--- src/rtl/exec_status_pkg.sv ---
package exec_status_pkg;

    localparam int STATUS_W = 4;

    typedef logic [STATUS_W-1:0] status_t;

    localparam status_t CODE_CONT   = status_t'(4'h0);
    localparam status_t CODE_BEGIN  = status_t'(4'h1);
    localparam status_t CODE_USER   = status_t'(4'h3);
    localparam status_t CODE_MARKER = status_t'(4'h4);

    typedef struct packed {
        status_t status;
        logic    user_pend;
    } enc_state_t;

endpackage

--- src/rtl/exec_code_sel.sv ---
module exec_code_sel
    import exec_status_pkg::*;
(
    input  logic    begin_i,
    input  logic    busy_i,
    input  logic    marker_i,
    input  logic    pend_i,
    output status_t code_o,
    output logic    user_sent_o
);

    always_comb begin
        user_sent_o = 1'b0;
        if (marker_i) begin
            code_o = CODE_MARKER;
        end else if (begin_i) begin
            code_o = CODE_BEGIN;
        end else if (pend_i && !busy_i) begin
            code_o      = CODE_USER;
            user_sent_o = 1'b1;
        end else begin
            code_o = CODE_CONT;
        end
    end

endmodule

--- src/rtl/exec_user_track.sv ---
module exec_user_track (
    input  logic pend_q_i,
    input  logic user_i,
    input  logic sent_i,
    output logic pend_d_o
);

    always_comb begin
        pend_d_o = (pend_q_i && !sent_i) || user_i;
    end

endmodule

--- src/rtl/exec_status_enc.sv ---
module exec_status_enc
    import exec_status_pkg::*;
(
    input  logic                clk,
    input  logic                rst_n,
    input  logic                ev_begin,
    input  logic                ev_busy,
    input  logic                ev_user,
    input  logic                ev_marker,
    output logic [STATUS_W-1:0] status_o
);

    enc_state_t state_d, state_q;
    status_t    sel_code;
    logic       user_sent;
    logic       pend_next;

    exec_code_sel u_sel (
        .begin_i     (ev_begin),
        .busy_i      (ev_busy),
        .marker_i    (ev_marker),
        .pend_i      (state_q.user_pend),
        .code_o      (sel_code),
        .user_sent_o (user_sent)
    );

    exec_user_track u_track (
        .pend_q_i (state_q.user_pend),
        .user_i   (ev_user),
        .sent_i   (user_sent),
        .pend_d_o (pend_next)
    );

    always_comb begin
        state_d           = state_q;
        state_d.status    = sel_code;
        state_d.user_pend = pend_next;
    end

    always_ff @(posedge clk) begin
        if (!rst_n) begin
            state_q <= '0;
        end else begin
            state_q <= state_d;
        end
    end

    assign status_o = state_q.status;


    marker_wins_chk: assert property (@(posedge clk) disable iff (!rst_n)
        ev_marker |=> status_o == CODE_MARKER);


    begin_code_chk: assert property (@(posedge clk) disable iff (!rst_n)
        (ev_begin && !ev_marker) |=> status_o == CODE_BEGIN);


    user_waits_chk: assert property (@(posedge clk) disable iff (!rst_n)
        (ev_begin || ev_marker || ev_busy) |=> status_o != CODE_USER);


    user_not_own_slot_chk: assert property (@(posedge clk) disable iff (!rst_n)
        (ev_user && !state_q.user_pend) |=> status_o != CODE_USER);


    user_once_chk: assert property (@(posedge clk) disable iff (!rst_n)
        (status_o == CODE_USER && !$past(ev_user)) |-> !state_q.user_pend);


    idle_code_chk: assert property (@(posedge clk) disable iff (!rst_n)
        (!ev_begin && !ev_marker && !state_q.user_pend) |=> status_o == CODE_CONT);

endmodule

--- config.mk ---
export PLATFORM = sky130hd
export DESIGN_NAME = exec_status_enc
export DESIGN_NICKNAME = d
export VERILOG_FILES = /design/src/rtl/exec_status_pkg.sv /design/src/rtl/exec_code_sel.sv /design/src/rtl/exec_user_track.sv /design/src/rtl/exec_status_enc.sv
export SDC_FILE = /design/constraint.sdc
export NUM_CORES = 1
export LEC_CHECK = 0
export BUFFER_PORTS_ARGS = -buffer_cell sky130_fd_sc_hd__buf_2
export CAP_MARGIN = 20
export CORE_AREA = 2 2 39 41
export CTS_BUF_LIST = sky130_fd_sc_hd__clkbuf_2 sky130_fd_sc_hd__clkbuf_4 sky130_fd_sc_hd__clkbuf_8
export DETAILED_ROUTE_END_ITERATION = 8
export DIE_AREA = 0 0 41 43
export PLACE_DENSITY = 0.35
export SKIP_LAST_GASP = 1
export SYNTH_ARGS = -nofsm -noshare
export SYNTH_HDL_FRONTEND = slang
export SYNTH_HIERARCHICAL = 1
export SYNTH_SLANG_ARGS = --single-unit
--- constraint.sdc ---
create_clock -name clk -period 1.2 [get_ports clk]
set_clock_uncertainty 0.15 [all_clocks]
set_input_delay 0.06 -clock clk [delete_from_list [all_inputs] [get_ports clk]]
set_output_delay 0.06 -clock clk [all_outputs]
set_load 0.02 [all_outputs]
==> results.json, run 1 <==
{
  "status": "completed",
  "seqCellArea_um2": 101.3,
  "max_stage_delay_ns": 0.34,
  "worstHoldStart": "ev_marker",
  "ys_seq_area_share_pct": 42.55,
  "ir_drop_mv": 0.2901,
  "remaining_drc_errors": 0,
  "syn_nets": 30,
  "setup_viol": 0,
  "initialDrtViolationCount": 0,
  "post-route-min-period_ns": 1.143,
  "syn-cell-area_um2": 235.2,
  "final_common_cell": "buf_2",
  "cp_max_fo": 2,
  "cp-end-kind": "flop",
  "fp.dieArea_um2": 1763,
  "slew_violations": 0,
  "p_sw_share_pct": 20.56,
  "cts_tree": "built",
  "fmax_ghz": 0.8745,
  "initial_core_util_pct": 17.00,
  "worstHoldPathType": "in -> reg",
  "crit_type": "reg -> reg",
  "r2r_start": "state_q[0]$_SDFF_PN0_",
  "synth_cell_type_count": 9,
  "fin_crit_sh_pct": 95.29,
  "io-pin-count": 10,
  "wl_per_cell_um": 6.612,
  "critPathLaunchType": "flop",
  "cellLeakagePower_nw": 0.1547,
  "syn_avg_cell_area_um2": 9.801,
  "htreeDepth": 1,
  "comb_power_share_pct": 11.0,
  "yosysWarnings": 6,
  "viasPerCell": 3.041,
  "die_w_um": 41,
  "r2r_setup_slack_ns": 0.06,
  "switching_power_mw": 0.09048,
  "fin_nets": 40,
  "postRouteAntennaNets": 0,
  "grt_max_degree": 6,
  "io_buffers": 9,
  "sequentialPowerShare_pct": 40.7,
  "holdPathEnd": "status_o[1]$_SDFF_PN0_",
  "rsz0062_at_grt": "true",
  "synth_top_area_share_pct": 42.55,
  "p_int_mw": 0.3496,
  "maxCapViolCount": 0,
  "num_rows": 14,
  "synthCells": 24,
  "placed_cells": 42,
  "num_vias": 149,
  "grt_first_pass_wirelength_um": 462,
  "clockPowerShare_pct": 48.3,
  "reg2reg_to": "state_q[0]$_SDFF_PN0_",
  "p_per_area_nw_per_um2": 1396,
  "clk_pin_slew_ns": 0.04,
  "cp_data_arrival_time_ns": 1.12,
  "final_cell_mix": "buf_2, and2_1, clkbuf_4, dfxtp_1, dlygate4sd3_1",
  "hold_viol": 0,
  "synth_area_leaders": "dfxtp_1, buf_4, and2_1, nand2b_4, nor3_2",
  "grt_usage_pct": 4.221,
  "die_y_um": 43,
  "grt_antenna_before_repair": 0,
  "multi_input_area_um2": 81.33,
  "root_buffer": "clkbuf_4",
  "holdPathStages": 3,
  "grt-ovfl-total": 0,
  "grt_pass1_vias": 138,
  "crit_family": "flip-flops",
  "total_power_mw": 0.4401,
  "syn_to_final_growth_pct": 34.04,
  "final_cells": 49,
  "critPathBufInv": 1,
  "synth_largest_area_cell": "dfxtp_1",
  "cts_setup_buffers": 0,
  "clock-sinks": 5,
  "layout-drive-gt1-share_pct": 51.52,
  "num_antenna_cells": 0,
  "numCtsBuffers": 3,
  "required_ns": 1.18,
  "routabilityCongestion": 0.6460,
  "clock_path_buffers": 2,
  "core_um2": 1384,
  "routed_wl_um": 324,
  "clock_latency_ns": 0.24,
  "crit_path_top_delay_cell": "dfxtp_2",
  "fill_cells": 154,
  "synth_seq_cells": 5,
  "drt_first_pass_iters": 1,
  "r2r_cells": 5,
  "path_cells": "nand2b_4 -> nor3_4 -> inv_1 -> a21o_1 -> and2_1"
}
## sequential cells by signal, indices dropped and copies added (netlist names)
name / cells
state_q: 1
status_o: 4
## through the flow
step           utilization [%]  worst slack (ns)  hold WS, ns  cell area [um^2]   TNS, ns
6_report                 22.78           0.05654     0.009746             315.3         0
5_1_grt                  22.78          -0.02222      0.02291             315.3  -0.02222
4_1_cts                  22.24           0.01619     -0.01959             307.8         0
3_5_place_dp             17.90           0.02591       0.1695             247.7         0
3_3_place_gp             17.90           0.02776       0.1641             247.7         0
2_1_floorplan                -           0.06314      0.03171             235.2         0
## worst min-delay path: cells and delay by family
family / cells / cell delay, ns
and+or+nand+nor: 2 / 0.18
buffers and inverters: 1 / 0.11
## per-layer routing
metal  track usage (%)  routed length, um  share of wire (%)
met5                 0                  0                  0
met2             4.063                150                 46
met1             5.484                147                 45
met4             8.000                  0                  0
met3                 0                 26                8.0
## cell type report
class / instances / share of cell area, %
Tap cell: 16 / 6.349
Inverter: 2 / 2.381
Timing Repair Buffer: 12 / 23.81
Sequential cell: 5 / 32.14
Clock buffer: 4 / 9.524
Multi-Input combinational cell: 10 / 25.79
## worst max-delay path by stage
stage / to / slack [ns] / cells past startpoint / startpoint
floorplan: state_q[0]$_SDFF_PN0_ / 0.06 / 5 / state_q[0]$_SDFF_PN0_
global placement: state_q[0]$_SDFF_PN0_ / 0.03 / 5 / state_q[0]$_SDFF_PN0_
detailed placement: state_q[0]$_SDFF_PN0_ / 0.03 / 5 / state_q[0]$_SDFF_PN0_
CTS: state_q[0]$_SDFF_PN0_ / 0.02 / 5 / state_q[0]$_SDFF_PN0_
global route: state_q[0]$_SDFF_PN0_ / -0.02 / 5 / state_q[0]$_SDFF_PN0_
finish: state_q[0]$_SDFF_PN0_ / 0.06 / 5 / state_q[0]$_SDFF_PN0_
## cell families (layout without fill, tap and decap cells)
logic type	after synthesis	in the layout	synth area share [%]
AND/OR/NAND/NOR	7	7	23.40
AO/OA/AOI/OAI	2	2	6.917
other	1	1	1.594
flip-flops	5	5	42.55
buffers and inverters	9	18	25.53
## power by group through the flow
stage | Combinational (mW) | Sequential (mW) | Clock, mW
detailed placement | 0.0391 | 0.182 | 0
global placement | 0.0388 | 0.181 | 0
finish | 0.0484 | 0.179 | 0.213
global route | 0.0537 | 0.180 | 0.231
floorplan | 0.0349 | 0.181 | 0
CTS | 0.0462 | 0.179 | 0.225
## timing repair
action | CTS | global route
resized for setup | 0 | 2
endpoints found under the setup margin | 0 | 1
hold endpoints to repair | 4 | 0
hold buffers | 3 | 0
## synth_stat cells
library cell  count
a21o_1            1
a21oi_2           1
and2_1            5
buf_4             7
conb_1            1
dfxtp_1           5
inv_1             2
nand2b_4          1
nor3_2            1
No activity file was read; power rests on OpenSTA's default activity.
==> run 2, diff against run 1 <==
Settings changed: CELL_PAD_IN_SITES_DETAIL_PLACEMENT set to 1, CELL_PAD_IN_SITES_GLOBAL_PLACEMENT set to 2, PLACE_DENSITY 0.35 to 0.54.
==> run 2 against run 1 <==
  * Via count is 4.0% higher
  * First-iteration DRC count is 1 higher
  * Final area stayed put
  * Count of clock-buffer cells in the layout stayed put
  * Clock power is 2% lower
  * Flip-flop and latch count stayed put
  * Worst setup slack worse by 0.015 ns
  * Die area stayed put
  * Non-clock buffer count stayed put
  * Sequential power hardly changed
  * Fmax is 1.3% lower
  * Hold slack better by 0.0082 ns
==> results.json, run 2 (synthesis results as in run 1) <==
{
  "initial_core_util_pct": 17.00,
  "grt-busiest-layer": "met4",
  "final_cell_mix": "buf_2, and2_1, clkbuf_4, dfxtp_1, dlygate4sd3_1",
  "total_power_mw": 0.4373,
  "io-pin-count": 10,
  "cp_max_fo": 2,
  "largest_reg_flops": 4,
  "placed_cells": 42,
  "fin_nets": 40,
  "setup_viol": 0,
  "r2r_start": "state_q[0]$_SDFF_PN0_",
  "final_common_cell": "buf_2",
  "maxCapViolCount": 0,
  "root_buffer": "clkbuf_4",
  "rsz0062_at_grt": "false",
  "fin_area_um2": 315.3,
  "worstHoldPathType": "in -> reg",
  "r2r_cells": 5,
  "grt.met1_usage_pct": 4.180,
  "crit_type": "reg -> reg",
  "fp.dieArea_um2": 1763,
  "clock_path_buffers": 2,
  "clock_latency_ns": 0.24,
  "critPathLaunchType": "flop",
  "use_met3_pct": 0,
  "cp-end-kind": "flop",
  "grt_antenna_before_repair": 0,
  "cp-endpoint": "state_q[0]$_SDFF_PN0_",
  "final_cells": 49,
  "r2r_setup_slack_ns": 0.04,
  "cp_data_arrival_time_ns": 1.13,
  "fin_crit_sh_pct": 96.53,
  "postRouteAntennaNets": 0,
  "tns_ns": 0,
  "routed_wl_um": 341,
  "viasPerCell": 3.163,
  "routabilityCongestion": 0.6725,
  "die_y_um": 43,
  "grt-ovfl-total": 0,
  "initialDrtViolationCount": 1,
  "layout-drive-gt1-share_pct": 51.52,
  "post-route-min-period_ns": 1.158,
  "wl_per_cell_um": 6.959,
  "num_vias": 155,
  "startpoint": "state_q[0]$_SDFF_PN0_",
  "dpl_cell_area_um2": 247.7,
  "reg2reg_to": "state_q[0]$_SDFF_PN0_",
  "core_um2": 1384,
  "grt_pass1_vias": 157,
  "num_rows": 14,
  "clk_pin_slew_ns": 0.04,
  "htreeDepth": 1,
  "io_buffers": 9,
  "ir_drop_mv": 0.2187,
  "grt_max_degree": 6,
  "required_ns": 1.17,
  "clock-sinks": 5,
  "met2_usage_pct": 5.938,
  "holdPathStages": 3,
  "cellLeakagePower_nw": 0.1547,
  "drt_first_pass_iters": 3,
  "slew_violations": 0,
  "numCtsBuffers": 3,
  "cts_tree": "built",
  "num_antenna_cells": 0,
  "grt_usage_pct": 5.020,
  "fmax_ghz": 0.8633,
  "syn_to_final_growth_pct": 34.04,
  "hold_viol": 0,
  "grt_first_pass_wirelength_um": 496,
  "status": "completed",
  "p_per_area_nw_per_um2": 1387,
  "remaining_drc_errors": 0,
  "die_w_um": 41
}
-- run 2: how the worst min path moves through the flow --
stage                  start                endpoint  slack [ns]
floorplan              rst_n   state_q[0]$_SDFF_PN0_        0.03
global placement       rst_n   state_q[0]$_SDFF_PN0_        0.16
detailed placement     rst_n  status_o[1]$_SDFF_PN0_        0.17
CTS                 ev_begin  status_o[1]$_SDFF_PN0_       -0.01
global route        ev_begin  status_o[1]$_SDFF_PN0_        0.03
finish              ev_begin  status_o[1]$_SDFF_PN0_        0.02
-- run 2: metal layers --
layer	part of all wire [%]	routed length, um
met5	0	0
met4	0	0
met3	5.9	20
met2	52	177
met1	42	143
-- run 2: critical path, cell delays in order (launching register included) --
cell	delay [ns]
dfxtp_2	0.34
nand2b_4	0.07
nor3_4	0.11
inv_1	0.06
a21o_1	0.17
and2_1	0.15
-- run 2: repair_timing --
action | 4_1_cts | 5_1_grt
gates resized for setup | 1 | 1
gates cloned | 0 | 0
endpoints found under the hold margin | 4 | 0
hold buffers | 3 | 0
buffers inserted | 0 | 0
pin swaps | 0 | 0
endpoints found under the setup margin | 1 | 1
-- run 2: report_power, final --
| group | switching (mW) | total, mW | internal, mW |
|---|---|---|---|
| Sequential | 0.00357 | 0.179 | 0.176 |
| Clock | 0.0615 | 0.209 | 0.148 |
| Combinational | 0.0228 | 0.0490 | 0.0262 |
| Total | 0.0878 | 0.437 | 0.349 |
-- run 2: area by class of cell --
cell class,count,area (um^2)
fillers,169,1069
inverters,2,7.507
multi-input cells,10,81.33
clock buffers,4,30.03
repair buffers,12,75.07
well taps,16,20.02
flip-flops and latches,5,101.3
-- run 2: stage by stage --
stage	worst slack, ns	utilization (%)	hold WS (ns)
6_report	0.04164	22.78	0.01795
2_1_floorplan	0.06314	-	0.03171
3_5_place_dp	-0.0005986	17.90	0.1694
3_3_place_gp	0.02196	17.90	0.1624
4_1_cts	0.02452	22.33	-0.01130
5_1_grt	0.0006459	22.78	0.02710
==> run 3, diff against run 2 <==
==> constraint.sdc (replaced) <==
create_clock -name clk -period 1.2 [get_ports clk]
set_clock_uncertainty 0.15 [all_clocks]
set_input_delay 0.18 -clock clk [delete_from_list [all_inputs] [get_ports clk]]
set_output_delay 0.18 -clock clk [all_outputs]
set_load 0.02 [all_outputs]
==> run 3 against run 2 <==
  * Utilization decreased by 2.2 points
  * Largest cell class unchanged
  * Cell count decreased by 6.1%
  * Critical path depth unchanged
  * Critical endpoint unchanged
==> results.json, run 3 (synthesis results as in run 1) <==
{
  "required_ns": 1.18,
  "holdPathStages": 2,
  "p_sw_share_pct": 20.17,
  "cp_max_fo": 2,
  "num_antenna_cells": 0,
  "cts_tree": "built",
  "io-pin-count": 10,
  "path_cells": "nand2b_4 -> nor3_4 -> inv_1 -> a21o_1 -> and2_1",
  "initial_core_util_pct": 17.00,
  "core_um2": 1384,
  "holdWs_ns": 0.04698,
  "cellLeakagePower_nw": 0.1422,
  "wl_per_cell_um": 7.065,
  "fin_nets": 37,
  "maxCapViolCount": 0,
  "top_layer": "met3",
  "num_vias": 139,
  "clk_pin_slew_ns": 0.04,
  "comb_power_share_pct": 9.7,
  "crit_type": "reg -> reg",
  "postRouteAntennaNets": 0,
  "ir_drop_mv": 0.2178,
  "worstHoldPathType": "in -> reg",
  "io_buffers": 9,
  "clock-sinks": 5,
  "max_stage_delay_ns": 0.34,
  "fp.dieArea_um2": 1763,
  "grt_usage_pct": 4.719,
  "wl_met1_um": 135,
  "die_y_um": 43,
  "layout-drive-gt1-share_pct": 56.67,
  "routabilityCongestion": 0.6725,
  "routed_wl_um": 325,
  "final_common_cell": "buf_2",
  "p_int_mw": 0.3431,
  "dr_wl_met2_um": 170,
  "numCtsBuffers": 3,
  "die_w_um": 41,
  "viasPerCell": 3.022,
  "grt_pass1_vias": 140,
  "grt_first_pass_wirelength_um": 448,
  "r2r_cells": 5,
  "fmax_ghz": 0.8628,
  "num_rows": 14,
  "drt_first_pass_iters": 3,
  "grt-ovfl-total": 0,
  "clock_latency_ns": 0.24,
  "final_cell_mix": "buf_2, and2_1, clkbuf_4, dfxtp_1, inv_1",
  "remaining_drc_errors": 0,
  "sequentialPowerShare_pct": 41.7,
  "slew_violations": 0,
  "cts_setup_buffers": 0,
  "crit_path_top_delay_cell": "dfxtp_2",
  "status": "completed",
  "clockPowerShare_pct": 48.7,
  "rsz0062_at_grt": "false",
  "fin_crit_sh_pct": 96.58,
  "cp-end-kind": "flop",
  "fill_cells": 171,
  "cts_hold_buf": 0,
  "post-route-min-period_ns": 1.159,
  "post-route-util_pct": 20.61,
  "syn_to_final_growth_pct": 21.28,
  "switching_power_mw": 0.08671,
  "clock_path_buffers": 2,
  "largest_reg_flops": 4,
  "dr_wl_met3_um": 20,
  "setup_viol": 0,
  "htreeDepth": 1,
  "grt_antenna_before_repair": 0,
  "initialDrtViolationCount": 2,
  "p_per_area_nw_per_um2": 1507,
  "critPathLaunchType": "flop",
  "grt_max_degree": 6,
  "hold_viol": 0,
  "cp_data_arrival_time_ns": 1.13,
  "root_buffer": "clkbuf_4"
}
==> run 3: final timing paths <==
check                      endpoint  slack [ns]                  start
max           state_q[0]$_SDFF_PN0_        0.04  state_q[0]$_SDFF_PN0_
min          status_o[1]$_SDFF_PN0_        0.05                  rst_n
max reg2reg   state_q[0]$_SDFF_PN0_        0.04  state_q[0]$_SDFF_PN0_
min reg2reg   state_q[0]$_SDFF_PN0_        0.46  state_q[0]$_SDFF_PN0_
==> run 3: cell type report <==
class	count	area [um^2]	share of cell area, %
Sequential cell	5	101.3	35.53
Multi-Input combinational cell	10	81.33	28.51
Timing Repair Buffer	9	45.04	15.79
Clock buffer	4	30.03	10.53
Tap cell	16	20.02	7.018
Inverter	2	7.507	2.632
==> run 3: metrics by stage <==
step	cell area, um^2	total power [mW]	worst slack, ns	TNS [ns]	std cells
floorplan	235.2	0.2159	0.06314	0	24
global placement	247.7	0.2201	0.02196	0	42
detailed placement	247.7	0.2211	-0.0005986	-0.0005986	42
CTS	279.0	0.4412	0.02453	0	46
global route	285.3	0.4521	0.004612	0	46
finish	285.3	0.4298	0.04099	0	46
==> run 3: what timing repair did <==
action | 4_1_cts | 5_1_grt
resized for setup | 1 | 1
pin swaps | 0 | 0
hold endpoints to repair | 0 | 0
endpoints found under the setup margin | 1 | 1
==> run 3: worst max-delay path: cells and delay by family, from the launching register on <==
kind	cells	cell delay [ns]
AO/OA/AOI/OAI	1	0.17
buffers and inverters	1	0.06
AND/OR/NAND/NOR	3	0.33
flip-flops	1	0.34
==> run 3: per-layer routing <==
metal | vias to the layer above | global-route usage, %
met3 | 0 | 0
met5 | - | 0
met1 | 57 | 3.859
li1 | 75 | -
met4 | 0 | 12.00
met2 | 7 | 5.313
==> run 3: power groups by stage <==
stage | sequential [mW] | clock, mW | combinational (mW)
after floorplan | 0.181 | 0 | 0.0349
after global placement | 0.181 | 0 | 0.0388
after detailed placement | 0.181 | 0 | 0.0397
after CTS | 0.179 | 0.222 | 0.0396
after global routing | 0.179 | 0.227 | 0.0454
final | 0.179 | 0.209 | 0.0415
